### config.mk
export PLATFORM = sky130hd
export DESIGN_NAME = uart_modem_ctl
export DESIGN_NICKNAME = d
export VERILOG_FILES = /design/src/rtl/uart_modem_ctl.sv
export SDC_FILE = /design/constraint.sdc
export NUM_CORES = 1
export LEC_CHECK = 0
export ABC_CLOCK_PERIOD_IN_PS = 1200
export BUFFER_PORTS_ARGS = -buffer_cell sky130_fd_sc_hd__buf_2
export CORE_AREA = 5 5 43 45
export CTS_CLUSTER_DIAMETER = 30
export DETAILED_ROUTE_END_ITERATION = 6
export DIE_AREA = 0 0 48 50
export GPL_ROUTABILITY_DRIVEN = 0
export MAX_ROUTING_LAYER = met4
export PLACE_DENSITY = 0.76
export SLEW_MARGIN = 25
export SYNTH_ARGS = -nofsm -noshare
export SYNTH_HDL_FRONTEND = slang
export SYNTH_SLANG_ARGS = --single-unit
### constraint.sdc
create_clock -name clk -period 1.2 [get_ports clk]
set_clock_uncertainty 0.15 [all_clocks]
set_input_delay 0.24 -clock clk [delete_from_list [all_inputs] [get_ports clk]]
set_output_delay 0.24 -clock clk [all_outputs]
set_load 0.01 [all_outputs]
### src/rtl/uart_modem_ctl.sv
module uart_modem_ctl (
  input  logic       clk,
  input  logic       rst_hw,
  input  logic       wr_en,
  input  logic       addr,
  input  logic [7:0] wr_data,
  output logic [7:0] rd_data,
  input  logic       soft_rst_en,
  input  logic       tx_raw,
  output logic       tx_pin,
  input  logic       rx_pin,
  output logic       rx_int,
  input  logic       cts_n_pin,
  input  logic       dsr_n_pin,
  input  logic       ri_n_pin,
  input  logic       cd_n_pin,
  output logic       cts_n_int,
  output logic       dsr_n_int,
  output logic       ri_n_int,
  output logic       cd_n_int,
  output logic       dtr_n,
  output logic       rts_n,
  output logic       rst_out,
  output logic       int_oe,
  output logic       div_sel
);
  logic       brk, dsel;
  logic [4:0] mcr;
  logic       loop, tx_g;

  always_ff @(posedge clk or posedge rst_hw) begin
    if (rst_hw) begin
      brk  <= 1'b0;
      dsel <= 1'b0;
      mcr  <= '0;
    end else if (wr_en) begin
      if (addr) mcr <= wr_data[4:0];
      else begin
        brk  <= wr_data[6];
        dsel <= wr_data[7];
      end
    end
  end

  assign loop    = mcr[4];
  assign tx_g    = tx_raw & ~brk;
  assign rd_data = addr ? {3'b000, mcr} : {dsel, brk, 6'b0};
  assign div_sel = dsel;

  assign tx_pin  = loop | tx_g;
  assign dtr_n   = loop | ~mcr[0];
  assign rts_n   = loop | ~mcr[1];
  assign int_oe  = ~loop & mcr[3];
  assign rst_out = rst_hw | (~loop & soft_rst_en & mcr[2]);

  assign rx_int    = loop ? tx_g    : rx_pin;
  assign dsr_n_int = loop ? ~mcr[0] : dsr_n_pin;
  assign cts_n_int = loop ? ~mcr[1] : cts_n_pin;
  assign ri_n_int  = loop ? ~mcr[2] : ri_n_pin;
  assign cd_n_int  = loop ? ~mcr[3] : cd_n_pin;
endmodule


==> results.cfg <==
[clock_network]
h-tree-depth = 1
cts-root-buf = clkbuf_4
cts_tree = built
clockBufferDepth = 2
clk_pin_slew_ns = 0.06
cts_buffers = 3
insertion_delay_ns = 0.25
cts.sinks = 7

[routing]
dr.pass1.iters = 4
avgViaCountPerCell = 4.41
postRouteWirelength_mm = 1.30
antenna_left = 0
drcViolationCount = 0
drt_iter0_markers = 1
post_drt_wl_per_cell_um = 12.2
dr_total_vias = 472

[sta]
hold_slack_ns = 0.0659
max_freq_mhz = 648
slew_violations = 0
period_share_pct = 129
setup_slack_ns = -0.343
rsz0062_at_grt = true
min_period_ns = 1.54
setup_viol_count_final = 18
hold_violations = 0

[setup_path]
worstPathCellList = buf_4, a31o_2, buf_2
worstSetupPathType = reg2out
cp_data_arrival_time_ns = 1.15
crit_path_end_kind = primary output
critPathMaxStageDelay_ns = 0.43
cp.required_ns = 0.81
slowest_stage = dfrtp_2
setup.worst_path.start_class = flip-flop
cp_max_fo = 4

[yosys]
syn_avg_cell_area_um2 = 10.7
yosysWarnings = 0
netlist-cell-type-count = 19
synth_area_leaders = dfrtp_1 (37%), mux2_4 (16%), mux2i_1 (8.5%)
yosysSeqAreaShare_pct = 37.1
synthesis.instances = 44
synth_top_area_share_pct = 37.1
synth_top_area_cell = dfrtp_1
netlist_area_um2 = 472
synth_fp_nets = 63
ys_ff_latch = 7

[global_route]
use_met1_pct = 15.0
grt_first_pass_wirelength_mm = 1.90
track_usage_pct = 11.2
grt_overflow = 0
antenna_found_initial = 0
grt_max_degree = 10
met3_usage_pct = 1.09
gr-max-usage-layer = met2
grt_pass1_vias = 456
grtUsageMet2_pct = 16.3

[floorplanning]
initial_core_util_pct = 32.8
die_h_um = 50
ios = 38
die-area_um2 = 2400
die_w_um = 48
coreArea_um2 = 1440
rows = 14

[pwr]
power.density_nw_per_um2 = 1160
vdd_drop_max_uv = 724
power.leakage_nw = 0.476

[place]
hpwlAfterDp_um = 944
place.port_buffers = 35

[run_status]
violations = negative setup slack
run_status = finished with violations

[hold_path]
hold_class = in2reg

[final_layout]
nNetsFinal = 111
postLayoutCoreUtil_pct = 58.4
multiInputGateArea_um2 = 283
seqCellArea_um2 = 178
drive_gt1_share_pct = 75.8
layout-area-overhead-vs-synth_pct = 78.0
fillers = 122
diodes = 0

[flow_run]
maxCapViolCount = 0
-- flip-flops by register name (all words and copies together), names as in the netlist --
register  cells
brk           1
mcr           5
div_sel       1
-- cell type report --
type / instances / share of cell area, %
tap: 16 / 2.38
timing repair buffer: 45 / 37.0
multi-input combinational: 29 / 33.7
clock buffer: 4 / 3.13
inverter: 6 / 2.68
sequential: 7 / 21.2
-- cells in the mapped netlist --
cell type	instances
dfrtp_1	7
inv_1	6
and2_2	5
mux2_4	5
mux2i_1	4
mux2_2	2
nand2b_1	2
nor2b_1	2
a21o_1	1
a31o_2	1
and2b_2	1
buf_2	1
buf_4	1
conb_1	1
nand2_1	1
nand2_4	1
nor2_1	1
nor2b_2	1
o21ai_0	1
-- cells by family (layout without fill, tap and decap cells) --
group | Yosys count | count (layout) | synth area share, %
AOI/OAI and AO/OA | 3 | 3 | 4.51
other | 1 | 1 | 0.795
DFF | 7 | 7 | 37.1
muxes | 11 | 11 | 29.2
and+or+nand+nor | 14 | 14 | 21.0
buffers and inverters | 8 | 55 | 7.43
-- layer usage --
metal	part of all wire (%)	routed length [um]
met5	0	0
met4	0	0
met3	12	157
met2	44	576
met1	44	568
-- critical path: cells and delay by family (launching register included) --
kind / cells / cell delay, ns
buffers and inverters: 2 / 0.28
DFF: 1 / 0.43
AOI/OAI and AO/OA: 1 / 0.19
-- what timing repair did --
action / 4_1_cts / 5_1_grt
pin swaps: 1 / 1
cloned: 0 / 0
hold buffers: 1 / 0
endpoints found under the hold margin: 7 / 0
buffers inserted: 3 / 2
resized for setup: 10 / 10
endpoints found under the setup margin: 17 / 17
-- power breakdown --
part	internal [mW]	total, mW	switching, mW
Clock	0.127	0.218	0.0906
Combinational	0.278	0.448	0.170
Sequential	0.274	0.311	0.0376
Total	0.679	0.977	0.298
-- cell usage in the layout, fill, tap and decap left out, drive strengths merged --
master	Yosys	layout
a21o	1	1
a31o	1	1
and2	5	5
and2b	1	1
buf	2	44
clkbuf	0	4
conb	1	1
dfrtp	7	7
dlygate4sd3	0	1
inv	6	6
mux2	7	7
mux2i	4	4
nand2	2	2
nand2b	2	2
nor2	1	1
nor2b	3	3
o21ai	1	1
-- worst paths after layout --
path / slack, ns / cells after the start / endpoint / from
max in group asynchronous: 0.39 / 4 / mcr[1] / rst_hw
worst min-delay path: 0.07 / 2 / mcr[3] / wr_data[3]
worst min register to register: 0.41 / 1 / brk / brk
min in group asynchronous: 0.38 / 4 / div_sel / rst_hw
worst max-delay path: -0.34 / 3 / rx_int / mcr[4]
worst max register to register: 0.10 / 2 / mcr[4] / mcr[4]
-- through the flow --
step	worst slack, ns	setup TNS [ns]	instances	total power, mW	area, um2
after floorplan	-0.00283	-0.00850	44	0.503	478
after global placement	-0.0475	-0.226	97	0.639	688
after detailed placement	-0.0747	-0.397	97	0.648	688
after CTS	-0.343	-4.11	105	0.924	783
after global routing	-0.370	-4.53	107	1.03	840
final	-0.343	-3.92	107	0.977	840
(Power assumes the default switching activity.)
